`src/rtl/irq_chain_pkg.sv`:
```
package irq_chain_pkg;
    localparam int VEC_W = 8;

    typedef enum logic [1:0] {
        CFG_ENABLE = 2'd0,
        CFG_VECTOR = 2'd1,
        CFG_PRIO   = 2'd2,
        CFG_NONE   = 2'd3
    } cfg_kind_e;
endpackage

```
`src/rtl/irq_src_bank.sv`:
```
module irq_src_bank
    import irq_chain_pkg::*;
#(
    parameter int          NUM_SRC  = 9,
    parameter int          PRI_W    = 2,
    parameter logic [7:0]  VEC_BASE = 8'h40,
    localparam int         SRC_W    = (NUM_SRC > 1) ? $clog2(NUM_SRC) : 1
) (
    input  logic                              clk,
    input  logic                              rst_n,
    input  logic [NUM_SRC-1:0]                cause_i,
    input  logic                              cfg_we,
    input  logic [1:0]                        cfg_kind,
    input  logic [SRC_W-1:0]                  cfg_idx,
    input  logic [VEC_W-1:0]                  cfg_wdata,
    input  logic                              stat_rd,
    input  logic [SRC_W-1:0]                  stat_idx,
    output logic [NUM_SRC-1:0]                pend_o,
    output logic [NUM_SRC-1:0]                req_o,
    output logic [NUM_SRC-1:0][PRI_W-1:0]     pri_o,
    output logic [NUM_SRC-1:0][VEC_W-1:0]     vec_o
);
    typedef struct packed {
        logic [NUM_SRC-1:0]             pend;
        logic [NUM_SRC-1:0]             en;
        logic [NUM_SRC-1:0][PRI_W-1:0]  pri;
        logic [NUM_SRC-1:0][VEC_W-1:0]  vec;
    } bank_t;

    function automatic bank_t bank_reset();
        bank_t r;
        r.pend = '0;
        r.en   = '0;
        r.pri  = '0;
        for (int i = 0; i < NUM_SRC; i++) begin
            r.vec[i] = VEC_BASE + VEC_W'(i);
        end
        return r;
    endfunction

    bank_t s_d, s_q;
    logic  cfg_hit, stat_hit;
    cfg_kind_e kind;

    assign cfg_hit  = cfg_we  && ({1'b0, cfg_idx}  < (SRC_W+1)'(NUM_SRC));
    assign stat_hit = stat_rd && ({1'b0, stat_idx} < (SRC_W+1)'(NUM_SRC));
    assign kind     = cfg_kind_e'(cfg_kind);

    always_comb begin
        s_d = s_q;
        if (stat_hit) begin
            s_d.pend[stat_idx] = 1'b0;
        end
        s_d.pend = s_d.pend | cause_i;
        if (cfg_hit) begin
            case (kind)
                CFG_ENABLE: s_d.en[cfg_idx]  = cfg_wdata[0];
                CFG_VECTOR: s_d.vec[cfg_idx] = cfg_wdata;
                CFG_PRIO:   s_d.pri[cfg_idx] = cfg_wdata[PRI_W-1:0];
                default:    ;
            endcase
        end
    end

    always_ff @(posedge clk) begin
        if (!rst_n) begin
            s_q <= bank_reset();
        end else begin
            s_q <= s_d;
        end
    end

    assign pend_o = s_q.pend;
    assign req_o  = s_q.pend & s_q.en;
    assign pri_o  = s_q.pri;
    assign vec_o  = s_q.vec;
endmodule

```
`src/rtl/irq_prio_sel.sv`:
```
module irq_prio_sel #(
    parameter int NUM_SRC = 9,
    parameter int PRI_W   = 2,
    localparam int SRC_W  = (NUM_SRC > 1) ? $clog2(NUM_SRC) : 1
) (
    input  logic [NUM_SRC-1:0]             req_i,
    input  logic [NUM_SRC-1:0][PRI_W-1:0]  pri_i,
    output logic                           any_o,
    output logic [SRC_W-1:0]               win_o
);
    logic             found;
    logic [PRI_W-1:0] best;

    always_comb begin
        found = 1'b0;
        best  = '0;
        win_o = '0;
        for (int i = 0; i < NUM_SRC; i++) begin
            if (req_i[i] && (!found || (pri_i[i] > best))) begin
                found = 1'b1;
                best  = pri_i[i];
                win_o = SRC_W'(i);
            end
        end
        any_o = found;
    end
endmodule

```
`src/rtl/irq_ack_ctl.sv`:
```
module irq_ack_ctl
    import irq_chain_pkg::*;
#(
    parameter int NUM_SRC = 9,
    localparam int SRC_W  = (NUM_SRC > 1) ? $clog2(NUM_SRC) : 1
) (
    input  logic                          clk,
    input  logic                          rst_n,
    input  logic                          iack_n,
    input  logic                          iei_n,
    input  logic                          any_req,
    input  logic [SRC_W-1:0]              win_idx,
    input  logic [NUM_SRC-1:0][VEC_W-1:0] vec_tbl,
    output logic [VEC_W-1:0]              vec_o,
    output logic                          vec_oe,
    output logic                          dtack_n
);
    typedef struct packed {
        logic             iack_prev;
        logic             active;
        logic [VEC_W-1:0] vec;
    } ack_t;

    ack_t a_d, a_q;
    logic start;

    assign start = a_q.iack_prev && !iack_n && !iei_n && any_req;

    always_comb begin
        a_d           = a_q;
        a_d.iack_prev = iack_n;
        if (iack_n) begin
            a_d.active = 1'b0;
        end else if (start) begin
            a_d.active = 1'b1;
            a_d.vec    = vec_tbl[win_idx];
        end
    end

    always_ff @(posedge clk) begin
        if (!rst_n) begin
            a_q <= '{iack_prev: 1'b1, active: 1'b0, vec: '0};
        end else begin
            a_q <= a_d;
        end
    end

    assign vec_o   = a_q.active ? a_q.vec : '0;
    assign vec_oe  = a_q.active;
    assign dtack_n = !a_q.active;
endmodule

```
`src/rtl/irq_chain_top.sv`:
```
module irq_chain_top
    import irq_chain_pkg::*;
#(
    parameter int          NUM_SRC  = 9,
    parameter int          PRI_W    = 2,
    parameter logic [7:0]  VEC_BASE = 8'h40,
    localparam int         SRC_W    = (NUM_SRC > 1) ? $clog2(NUM_SRC) : 1
) (
    input  logic               clk,
    input  logic               rst_n,
    input  logic [NUM_SRC-1:0] cause_i,
    input  logic               cfg_we,
    input  logic [1:0]         cfg_kind,
    input  logic [SRC_W-1:0]   cfg_idx,
    input  logic [7:0]         cfg_wdata,
    input  logic               stat_rd,
    input  logic [SRC_W-1:0]   stat_idx,
    output logic [NUM_SRC-1:0] pend_o,
    input  logic               iack_n,
    input  logic               iei_n,
    output logic               irq_od_n,
    output logic               ieo_n,
    output logic [7:0]         vec_o,
    output logic               vec_oe,
    output logic               dtack_n
);
    logic [NUM_SRC-1:0]             req;
    logic [NUM_SRC-1:0][PRI_W-1:0]  pri;
    logic [NUM_SRC-1:0][VEC_W-1:0]  vec_tbl;
    logic                           any_req;
    logic [SRC_W-1:0]               win_idx;

    irq_src_bank #(
        .NUM_SRC (NUM_SRC),
        .PRI_W   (PRI_W),
        .VEC_BASE(VEC_BASE)
    ) bank_i (
        .clk      (clk),
        .rst_n    (rst_n),
        .cause_i  (cause_i),
        .cfg_we   (cfg_we),
        .cfg_kind (cfg_kind),
        .cfg_idx  (cfg_idx),
        .cfg_wdata(cfg_wdata),
        .stat_rd  (stat_rd),
        .stat_idx (stat_idx),
        .pend_o   (pend_o),
        .req_o    (req),
        .pri_o    (pri),
        .vec_o    (vec_tbl)
    );

    irq_prio_sel #(
        .NUM_SRC(NUM_SRC),
        .PRI_W  (PRI_W)
    ) sel_i (
        .req_i(req),
        .pri_i(pri),
        .any_o(any_req),
        .win_o(win_idx)
    );

    irq_ack_ctl #(
        .NUM_SRC(NUM_SRC)
    ) ack_i (
        .clk    (clk),
        .rst_n  (rst_n),
        .iack_n (iack_n),
        .iei_n  (iei_n),
        .any_req(any_req),
        .win_idx(win_idx),
        .vec_tbl(vec_tbl),
        .vec_o  (vec_o),
        .vec_oe (vec_oe),
        .dtack_n(dtack_n)
    );

    assign irq_od_n = !any_req;
    assign ieo_n    = iei_n || any_req;
endmodule

```
`config.mk`:
```
export PLATFORM = sky130hd
export DESIGN_NAME = irq_chain_top
export DESIGN_NICKNAME = d
export VERILOG_FILES = /design/src/rtl/irq_chain_pkg.sv /design/src/rtl/irq_src_bank.sv /design/src/rtl/irq_prio_sel.sv /design/src/rtl/irq_ack_ctl.sv /design/src/rtl/irq_chain_top.sv
export SDC_FILE = /design/constraint.sdc
export NUM_CORES = 1
export LEC_CHECK = 0
export BUFFER_PORTS_ARGS = -buffer_cell sky130_fd_sc_hd__clkbuf_2
export CORE_ASPECT_RATIO = 1.75
export CORE_UTILIZATION = 50
export CTS_BUF_LIST = sky130_fd_sc_hd__clkbuf_4 sky130_fd_sc_hd__clkbuf_8
export DETAILED_ROUTE_END_ITERATION = 8
export GPL_ROUTABILITY_DRIVEN = 0
export PLACE_DENSITY = 0.68
export SLEW_MARGIN = 20
export SYNTH_ARGS = -nofsm -noshare
export SYNTH_HDL_FRONTEND = slang
export SYNTH_HIERARCHICAL = 1
export SYNTH_SLANG_ARGS = --single-unit
```
`constraint.sdc`:
```
create_clock -name clk -period 26.1 [get_ports clk]
set_clock_uncertainty 0.05 [all_clocks]
set_input_delay 5.22 -clock clk [delete_from_list [all_inputs] [get_ports clk]]
set_output_delay 5.22 -clock clk [all_outputs]
set_load 0.01 [all_outputs]
```
==> results.md, run 1 <==
Floorplan:
- The I/O pin count is 54.
- The number of rows in the core area is 55.
- The die is 89.6 um wide.
- The floorplan step defined a core boundary enclosing 0.0130 mm^2.
- The starting density of the core is 51.7%.
- The die is 155 um tall.
- The die covers 0.0139 mm^2.

GRT:
- The pin count of the biggest net entering global routing is 73.
- The met3 usage is 4.67%.
- In the global route stage, met1 resource usage came out at 21.8%.
- The wire length of the first global-routing pass is 24.4 mm.
- The total grt overflow is 0.
- The number of global-route vias before repair came to 5,068.
- The global router's overall resource usage is 23.8%.
- The number of antenna violations at the first check in global routing was 0.
- The global routing stage identified its most utilized layer as met2.
- The global-route track usage on met2 is 44.7%.

Route:
- The first routing iteration left 217 violations.
- The routed via count divided by cell count is 5.59.
- The final route contains 4,789 vias.
- The total wire length after detailed routing is 15.3 mm.
- The first detailed-routing pass ran for 4 iterations.
- The count of nets left with antenna violations once routing finished came out at 0.
- The routed length per placed instance is 17.8 um.
- The DRC violation count after routing is 0.

Final layout:
- The fraction of layout cells with a size suffix above 1 is 18.5%.
- The net count of the finished layout is 716.
- Relative to the synthesized area, the layout overhead comes to 0.987%.
- For this run, the number of standard cells in the final layout without fillers is 856.
- 0 antenna diodes ended up in the layout.
- The finished cells cover 0.00679 mm^2.

Yosys:
- In this run, synthesis inferred 0 flip-flops with an integrated enable.
- The synthesized design contains 118 register bits.
- Counting instances in the post-synthesis netlist gives the leading cell types as dfxtp_1 (118), nand2_1 (112), buf_4 (99).
- The top flip-flop cell by instance count after synthesis is dfxtp_1.
- The mean cell area of the mapped netlist is 9.18 um^2.
- In the post-synthesis netlist, the cell with the most instances is dfxtp_1.
- After technology mapping, the gate count stands at 732.
- Summing every instance area after synthesis gives 0.00672 mm^2.
- In the post-synthesis netlist, the biggest area contributors are dfxtp_1 (35%), mux2i_1 (14%), buf_4 (11%), nand2_1 (6.3%), mux4_2 (5.4%).
- The area share of the leading cell type in the synthesized netlist is 35.2%.
- The cell type with the highest aggregate area in the netlist is dfxtp_1.
- The number of warning messages in the yosys log is 6.
- The sequential-to-total area share from yosys stat is 35.2%.
- The number of nets in the synthesized netlist is 776.
- The count of different cell masters after synthesis is 68.
- Counting flops with an async set or reset pin after synthesis yields a share of 0%.

Power and ir drop:
- The share of total power dissipated in sequential elements is 45.7%.
- The logic gate share of total power is 4.8%.
- The largest vdd supply drop is 45.4 uV.
- For this design the total switching power over the nets is 94.9 uW.
- The power density over the cells is 59.0 mW/mm^2.
- The leakage power total is 0.00293 uW.
- The internal portion of the total power is 306 uW.
- The clock share of power is 49.5%.
- The fraction of power spent switching nets is 23.7%.

CTS:
- The clock root buffer is clkbuf_8.
- The buffer count from post-CTS setup fixing is 0.
- The H-tree generated during clock tree synthesis spans 4 levels.
- The clock tree from TritonCTS is built.
- The number of buffers on the longest clock path is 2.
- The source-to-sink clock delay at the later pin of the worst-skew pair is 0.45 ns.
- Once the clock tree was built, the resizer swapped 0 gates to a different size.
- The count of hold buffers inserted by post-cts repair is 0.
- The clock net in this run drives a total of 118 sinks.
- Clock-pin slew was measured on the worst setup and hold paths at 0.08 ns.
- Clock tree synthesis inserted a total of 17 buffers.

STA:
- Headroom to the max-slew limit came out at 38.4%.
- For the pin with the worst max-slew slack, the measured transition is 0.922 ns.
- The highest clock rate is 85.6 MHz.
- The final number of setup-violating endpoints is 0.
- The final count of pins violating max slew was 0.
- The clock period minus final worst setup slack is 11.68 ns.
- The hold violation count in the final report is 0.
- Setup repair after global routing left no endpoint under its margin.
- Setup slack on the critical path of the routed design comes to 14.42 ns.
- The portion of the clock cycle consumed by the worst path in the final layout is 44.7%.
- The sum of negative setup slack is 0 ns.

Setup path:
- For the worst setup path, the data required time is 26.37 ns.
- STA classifies the critical path endpoint as a flip-flop.
- The largest incremental delay on the critical path is 0.72 ns.
- The critical path class is reg -> reg.
- The depth of the worst register-to-register path is 53.
- By instance count, the cell type seen most on the critical path is ha_1.
- The data arrival time at the worst-slack endpoint is 11.95 ns.
- In this run the worst path has a maximum fanout of 17.
- The cell with the biggest individual delay on the critical path is o21ba_2.
- The kind of start point of the critical path is a flip-flop.

Placement:
- The number of placed cells counting well taps is 824.
- The placed instances occupy a cell area of 0.00631 mm^2.
- Timing analysis after detailed placement gives a worst setup slack of 14.47 ns.
- The port buffer count is 53.
- The wire-length estimate of the detail-placed layout is 11.3 mm.

Run status:
- The flow ran to the end, and the final reports show no timing, DRC or antenna violations.

Run:
- Across the run, the number of max-cap violations was 0.

Min path:
- The type of the worst min-delay path is reg -> reg.
- The number of cells traversed by the worst hold path is 2.
[flip-flops by register name (all words and copies together) (netlist names)]
| register | flops |
|---|---|
| bank_i/pri_o | 18 |
| bank_i/vec_o | 72 |
| bank_i/s_q | 9 |
| bank_i/pend_o | 9 |
| ack_i/a_q | 9 |
| ack_i/vec_oe | 1 |
[power groups by stage]
stage / clock (uW) / combinational (uW) / sequential, uW
2_1_floorplan: 0 / 14.4 / 187
3_3_place_gp: 0 / 19.0 / 187
3_5_place_dp: 0 / 19.3 / 187
4_1_cts: 200 / 19.4 / 183
5_1_grt: 207 / 21.3 / 183
6_report: 198 / 19.3 / 183
[critical path, delay by kind of cell, from the launching register on]
family	cells	cell delay (ns)
muxes	5	1.79
DFF	1	0.35
and+or+nand+nor	13	2.12
adders and majority gates	8	2.22
AOI/OAI and AO/OA	25	4.87
buffers and inverters	2	0.13
[final timing paths]
path	startpoint	end	slack [ns]
setup / recovery	bank_i/pend_o[0]$_SDFF_PN0_	ack_i/a_q[4]$_SDFFE_PN0P_	14.42
setup reg to reg	bank_i/pend_o[0]$_SDFF_PN0_	ack_i/a_q[4]$_SDFFE_PN0P_	14.42
hold reg to reg	bank_i/s_q[94]$_SDFFE_PN0P_	bank_i/s_q[94]$_SDFFE_PN0P_	0.41
hold / removal	bank_i/s_q[94]$_SDFFE_PN0P_	bank_i/s_q[94]$_SDFFE_PN0P_	0.41
[cell families (layout without fill, tap and decap cells)]
logic type,after synthesis,in the layout,synth area share (%)
buffers and inverters,165,118,15.2
AOI/OAI and AO/OA,83,83,8.86
muxes,114,114,20.1
and+or+nand+nor,241,241,18.7
adders and majority gates,11,11,2.05
DFF,118,118,35.2
[area by class of cell]
| class | count | area, um^2 |
|---|---|---|
| flip-flops and latches | 118 | 2360 |
| fillers | 1211 | 6220 |
| clock inverters | 14 | 223 |
| repair buffers | 56 | 290 |
| inverters | 30 | 113 |
| multi-input cells | 449 | 3340 |
| well taps | 171 | 214 |
| clock buffers | 18 | 248 |
[layout by cell type, fill, tap and decap left out, types with 8 or more instances in the layout]
master	netlist	layout
mux4_2	16	16
a21oi_1	24	24
nor2b_1	19	19
clkbuf_8	0	18
ha_1	11	11
o221ai_1	8	8
mux2i_1	95	95
clkbuf_2	0	52
nand2_1	112	112
o21ai_0	16	16
nor2_1	22	22
dfxtp_1	118	118
nand3_1	17	17
nand2b_1	8	8
and2_1	21	21
inv_1	28	28
[routing by layer]
metal,up-vias,wire length [um]
met5,-,0
met4,0,920
met3,48,371
met2,101,8620
met1,2327,5350
li1,2313,-
[through the flow]
stage	total power, uW	hold WS, ns	utilization [%]
6_report	400	0.406	52.2
5_1_grt	411	0.429	52.2
4_1_cts	402	0.409	52.2
3_5_place_dp	206	0.398	48.6
3_3_place_gp	206	0.389	48.6
2_1_floorplan	201	0.384	-
Note: power is estimated with default switching activity, not from simulation.
==> run 2: changes to the inputs <==
- clock period: 26.1 -> 11.1 ns (I/O delays scaled with it)
==> run 2 against run 1 <==
Register-to-register slack worse by 14 ns. Hold slack improved by 0.00091 ns. Critical path depth is the same. Non-clock buffer count grew 20. Design area increased by 4.0%. Critical path type unchanged. Critical endpoint is now ack_i/a_q[7]$_SDFFE_PN0P_. Largest power group is now registers.
==> results.md, run 2 (synthesized netlist as in run 1, its figures left out) <==
Final layout:
- The register with the most flip-flops in the layout has 72 of them.
- For this run, the post-layout net count is 736.
- 0 antenna diodes ended up in the layout.
- The final standard cell count with taps included and fillers excluded is 875.
- Relative to the synthesized area, the layout overhead comes to 5.03%.
- The library cells used most frequently in the layout, excluding fill and tap cells, are dfxtp_1 (118), nand2_1 (112), mux2i_1 (94), clkbuf_2 (52), inv_1 (28).
- Leaving out fill and tap cells, the most frequent cell in the layout is dfxtp_1.
- The final design instance area without fill is 0.00706 mm^2.
- Cells with a size suffix above 1 make up 23.0% of the layout.
- The fill cell total of the finished layout is 1,170.

Setup path:
- The kind of start point of the critical path is a flip-flop.
- The setup slack of the most critical reg-to-reg path is 0.47 ns.
- The source of the worst register-to-register timing path is bank_i/pend_o[0]$_SDFF_PN0_.
- Of all nets on the critical path, the largest fanout is 8.
- The data arrival time at the worst-slack endpoint is 10.93 ns.
- The slowest stage of the critical path is the or4b_1 cell.
- In this run the critical register-to-register path is captured at ack_i/a_q[7]$_SDFFE_PN0P_.
- The critical path class is reg -> reg.
- The largest incremental delay on the critical path is 0.50 ns.
- The depth of the worst register-to-register path is 53.
- STA classifies the critical path endpoint as a flip-flop.
- The data required time of the critical path is 11.41 ns.
- The most numerous cell on the critical path is ha_1.

GRT:
- The pin count of the biggest net entering global routing is 76.
- The number of antenna violations at the first check in global routing is 0.
- The number of global-route vias before repair was 5,054.
- The wire length of the first global-routing pass is 24.4 mm.
- In the global route stage, overall resource usage came out at 23.4%.
- The total grt overflow is 0.

STA:
- The portion of the clock cycle consumed by the worst path in the final layout is 95.7%.
- The clock period could shrink to 10.63 ns.
- The hold violation count in the final report is 0.
- Headroom to the max-slew limit came out at 40.4%.
- The final count of pins violating max slew is 0.
- Across all hold checks on the routed design, the worst slack comes to 0.407 ns.
- The final worst setup slack is 0.472 ns.
- For this run, the top clock speed supported by timing is 94.1 MHz.
- Setup violations remaining at the end of the flow were counted as 0.
- The transition time at the pin with the least slew margin is 0.893 ns.

CTS:
- The clock edge transition at the registers on the reported setup and hold paths is 0.07 ns.
- The clock reaches the later pin of the worst-skew pair after 0.44 ns.
- The total CTS buffers is 17.
- Clock tree synthesis selected as its root buffer the cell clkbuf_8.
- CTS saw 118 sinks.
- The count of hold buffers inserted by post-cts repair is 0.
- The number of buffers on the longest clock path is 2.
- In this run the number of H-tree levels came out at 4.
- TritonCTS built the clock tree.

Power and ir drop:
- The leakage power total is 0.00304 uW.
- For this design the ratio of total power to cell area is 129 mW/mm^2.
- IR analysis of the VDD net gives a maximum drop of 76.1 uV.

Min path:
- The number of cells traversed by the worst hold path is 2.
- The sink of the worst hold path is bank_i/s_q[91]$_SDFFE_PN0P_.
- In this run the most critical hold path is launched from bank_i/s_q[91]$_SDFFE_PN0P_.
- The path class of the tightest hold or removal check is reg -> reg.

Route:
- In the final routed layout, each cell accounts on average for 17.7 um.
- The DRC violation count after routing is 0.
- The count of vias placed by the detailed router is 4,924.
- Dividing the detail-routed via count by the number of cells gives 5.63.
- The antenna violation net count after detailed routing is 0.
- The first-pass iteration count of the detailed router is 6.
- In this run, the number of DRC markers left after iteration 0 of detailed routing was 262.
- The total wire length after detailed routing is 15.5 mm.

Floorplan:
- The die is 89.6 um wide.
- The number of rows in the core area is 55.
- The starting density of the core is 51.7%.
- The die is 155 um tall.
- The area enclosed by the die boundary is 0.0139 mm^2.
- 54 I/O pins were placed.
- The area of the core is 0.0130 mm^2.

Placement:
- Including well taps, the total number of placed cells is 832.
- Buffers placed on the I/O ports in this run total 53.
- The detailed placement HPWL is 11.2 mm.
- The placement-stage worst setup slack is -0.0554 ns.
- The placed cell area is 0.00640 mm^2.

Run:
- Max-cap violations in this run came to 0.

Run status:
- The run finished with clean final reports.
-- run 2: changes by cell type in the layout (fill, tap and decap cells not counted), moves of 3 or more --
cell and change:
clkbuf_8 +5, buf_12 +4, nor2_1 -5, buf_4 +14, o21ai_0 -4, inv_6 -3, nor2_2 +5
-- run 2: worst max path at each step --
stage | start | endpoint | slack, ns | depth (start not counted)
2_1_floorplan | bank_i/pend_o[0]$_SDFF_PN0_ | ack_i/a_q[0]$_SDFFE_PN0P_ | 0.74 | 54
3_3_place_gp | bank_i/pend_o[0]$_SDFF_PN0_ | ack_i/a_q[0]$_SDFFE_PN0P_ | 0.46 | 53
3_5_place_dp | bank_i/pend_o[0]$_SDFF_PN0_ | ack_i/a_q[0]$_SDFFE_PN0P_ | -0.06 | 53
4_1_cts | bank_i/pend_o[0]$_SDFF_PN0_ | ack_i/a_q[0]$_SDFFE_PN0P_ | 0.06 | 53
5_1_grt | bank_i/s_q[90]$_SDFFE_PN0P_ | ack_i/a_q[4]$_SDFFE_PN0P_ | -0.07 | 53
6_report | bank_i/pend_o[0]$_SDFF_PN0_ | ack_i/a_q[7]$_SDFFE_PN0P_ | 0.47 | 53
-- run 2: timing repair --
item                       4_1_cts  5_1_grt
pin swaps                        0       10
setup endpoints to repair        2        8
hold endpoints to repair         0        0
gates resized for setup          1       26
setup buffers                    0       12
-- run 2: critical path: cells and delay by family (launching register included) --
family / cells / cell delay, ns
AOI/OAI and AO/OA: 25 / 4.31
and+or+nand+nor: 14 / 2.42
adders and majority gates: 8 / 2.26
muxes: 3 / 0.90
DFF: 1 / 0.34
buffers and inverters: 3 / 0.26
-- run 2: metal layers --
metal	global-route usage [%]	vias to the layer above	part of all wire (%)
met5	0	-	0
li1	-	2357	-
met1	22.1	2417	35
met2	43.9	109	57
met3	4.46	41	2.7
met4	14.9	0	4.8
-- run 2: metrics by stage --
stage	TNS (ns)	power, uW	utilization, %
floorplan	0	473	-
CTS	0	910	52.6
global placement	0	485	49.2
detailed placement	-0.0719	487	49.2
global route	-0.391	933	54.3
finish	0	908	54.3
-- run 2: report_power, final --
part,total (uW),switching (uW),internal [uW]
logic,47.3,31.2,16.0
registers,430,2.89,428
clock network,430,171,259
-- run 2: area by class of cell --
type                       instances  area, um^2  share of cell area [%]
tap                              171         214                    3.03
sequential                       118        2360                    33.5
clock buffer                      24         324                    4.59
clock inverter                     7         116                    1.65
multi-input combinational        449        3430                    48.6
inverter                          30         113                    1.60
timing repair buffer              76         498                    7.06
==> run 3: changes to the inputs <==
- CTS_CLUSTER_DIAMETER: unset -> 50
- PLACE_DENSITY: 0.68 -> 0.65
==> run 3 against run 2 <==
Critical endpoint is now ack_i/a_q[4]$_SDFFE_PN0P_. Largest power group unchanged. Core utilization is 0.68 points lower. Highest routed layer unchanged. Combinational power barely moved. First-iteration DRC count rose by 13%. Design area down 1.3%.
==> results.md, run 3 (synthesized netlist as in run 1, its figures left out) <==
Run status:
- The flow ran to the end, and the final reports show no timing, DRC or antenna violations.

Route:
- The first-pass iteration count of the detailed router is 4.
- Across all layers, the routed design uses 4,956 vias.
- In the routed layout, each cell is associated on average with a via count of 5.68.
- The total wire length after detailed routing is 16.1 mm.
- The antenna violation net count after detailed routing is 0.
- Dividing the detail-routed wire length by the instance count gives 18.4 um.
- After detailed routing, the number of remaining DRC violations is 0.
- The detailed router finished its first iteration with 296 violations.

STA:
- The hold violation count in the final report is 0.
- The final count of pins violating max slew was 0.
- The final critical path takes up 96.0% of the cycle.
- The relative max-transition margin is 38.4%.
- Counting I/O delays and the setup requirement, the final critical path takes 10.65 ns.
- The transition time at the pin with the least slew margin is 0.922 ns.
- The final number of setup-violating endpoints is 0.
- For this run, the top clock speed supported by timing is 93.9 MHz.

Placement:
- The port buffer count is 53.
- Once placement finished, the instance area stood at 0.00637 mm^2.
- In this run, placement finished with an instance count of 831.
- The detailed placement HPWL is 11.4 mm.

Setup path:
- The endpoint type of the worst setup path is a flip-flop.
- The data arrival time at the worst-slack endpoint is 10.95 ns.
- On the critical path, the stage with the largest delay is an instance of or4b_1.
- The most numerous cell on the critical path is ha_1.
- STA puts the critical path data required time at 11.40 ns.
- The critical path launch point is bank_i/pend_o[0]$_SDFF_PN0_.
- The worst register-to-register path begins at bank_i/pend_o[0]$_SDFF_PN0_.
- In this run the worst path has a maximum fanout of 8.
- The setup path with the least slack is of type reg -> reg.
- STA classifies the critical path startpoint as a flip-flop.
- The largest incremental delay on the critical path is 0.55 ns.

Power and ir drop:
- VDD sags by at most 67.4 uV.
- Summed over all cells, the static leakage comes to 0.00300 uW.
- Power spread over the standard cell area amounts to 128 mW/mm^2.

CTS:
- TritonCTS built the clock tree.
- The total CTS buffers is 17.
- The H-tree was split into 4 levels.
- The later pin in the worst-skew pair is clocked with a latency of 0.44 ns.
- The count of hold buffers inserted by post-cts repair is 0.
- CTS placed an instance of clkbuf_8 at the clock tree root.
- In this run the deepest clock path goes through 2 buffers.
- After clock tree synthesis, the clock-pin slew on the worst setup and hold paths is 0.07 ns.
- Counting every sink on the clock net gives 118.

GRT:
- The global router's overall resource usage is 23.9%.
- The wire length of the first global-routing pass is 24.6 mm.
- In the global route stage, met2 resource usage came out at 43.7%.
- Summed over all layers, the global routing overflow is 0.
- The number of antenna violations at the first check in global routing is 0.
- The met1 global-route usage is 23.4%.
- The number of global-route vias before repair is 4,881.
- After global routing, the most crowded layer is met2.
- In the global route stage, met3 resource usage came out at 4.67%.
- The pin count of the biggest net entering global routing is 97.

Floorplan:
- The die covers 0.0139 mm^2.
- The I/O pin count is 54.
- The number of rows in the core area is 55.
- In this run the standard cell core region covers 0.0130 mm^2.
- The starting density of the core is 51.7%.
- Measured along the x axis, the die boundary spans 89.6 um.
- In this run the vertical extent of the chip is 155 um.

Final layout:
- The combined area of the multi-input logic cells is 0.00344 mm^2.
- The library cells used most frequently in the layout, excluding fill and tap cells, are dfxtp_1 (118), nand2_1 (112), mux2i_1 (95), clkbuf_2 (52), inv_1 (28).
- The most frequent standard cell in the layout excluding fill and tap cells is dfxtp_1.
- The fill cell total of the finished layout is 1,168.
- The net total in the final layout is 733.
- The finished layout holds 872 standard cells, fillers aside.
- The fraction of layout cells with a size suffix above 1 is 22.4%.
- The flip-flop count of the largest register, all copies and words added is 72.
- Registers take 0.00236 mm^2.
- The number of antenna cells inserted is 0.
- The area growth from synthesis to layout is 3.71%.
- Once layout is done, the placed cells without fillers occupy 0.00697 mm^2.

Min path:
- The type of the worst min-delay path is reg -> reg.
- In this run the most critical hold path is launched from bank_i/s_q[95]$_SDFFE_PN0P_.

Run:
- The tool flagged a number of max-cap violations equal to 0.
run 3: changes by cell type in the layout (fill, tap and decap cells not counted), sizes merged:
| cell | delta |
|---|---|
| clkbuf | -1 |
| buf | -4 |
| clkinv | -1 |
| clkinvlp | +2 |
| o21ba | +1 |
run 3: critical path: cells and delay by family (launching register included):
family          cells  cell delay (ns)
compound gates     24             3.82
mux                 3             0.94
flops               1             0.34
simple gates       14             2.70
fa+ha+maj           8             2.24
buf+inv             4             0.44
run 3: layout make-up:
class	count	area share, %
inverter	30	1.62
sequential	118	33.9
timing repair buffer	72	5.94
multi-input combinational	450	49.4
clock buffer	23	4.27
tap	171	3.07
clock inverter	8	1.76
run 3: metal layers:
layer  vias to the layer above  part of all wire, %
met1                      2409                   36
li1                       2343                    -
met3                        56                  3.6
met2                       148                   54
met5                         -                    0
met4                         0                  6.3
run 3: path summary, 6_finish.rpt:
kind / end / slack (ns) / cells past startpoint
worst min-delay path: bank_i/s_q[95]$_SDFFE_PN0P_ / 0.40 / 2
worst min register to register: bank_i/s_q[95]$_SDFFE_PN0P_ / 0.40 / 2
worst max register to register: ack_i/a_q[4]$_SDFFE_PN0P_ / 0.45 / 53
worst max-delay path: ack_i/a_q[4]$_SDFFE_PN0P_ / 0.45 / 53
run 3: per-stage QoR:
stage / util (%) / setup slack (ns) / hold slack [ns] / setup TNS [ns] / total power, uW
final: 53.6 / 0.445 / 0.403 / 0 / 891
after global routing: 53.6 / -0.0335 / 0.423 / -0.135 / 923
after CTS: 52.2 / 0.0482 / 0.408 / 0 / 895
after detailed placement: 49.0 / -0.104 / 0.393 / -0.534 / 486
after global placement: 49.0 / 0.419 / 0.390 / 0 / 485
after floorplan: - / 0.737 / 0.384 / 0 / 473
run 3: what timing repair did:
item / 4_1_cts / 5_1_grt
resized for setup: 1 / 25
cloned: 0 / 2
pin swaps: 0 / 4
setup endpoints to repair: 8 / 8
setup buffers: 0 / 8
run 3: power by group:
| part | leakage, uW | internal (uW) | switching, uW | total (uW) |
|---|---|---|---|---|
| registers | 0.000955 | 428 | 2.85 | 430 |
| logic | 0.00184 | 15.8 | 31.5 | 47.3 |
| clock network | 0.000208 | 245 | 168 | 413 |
| total | 0.00300 | 689 | 202 | 891 |
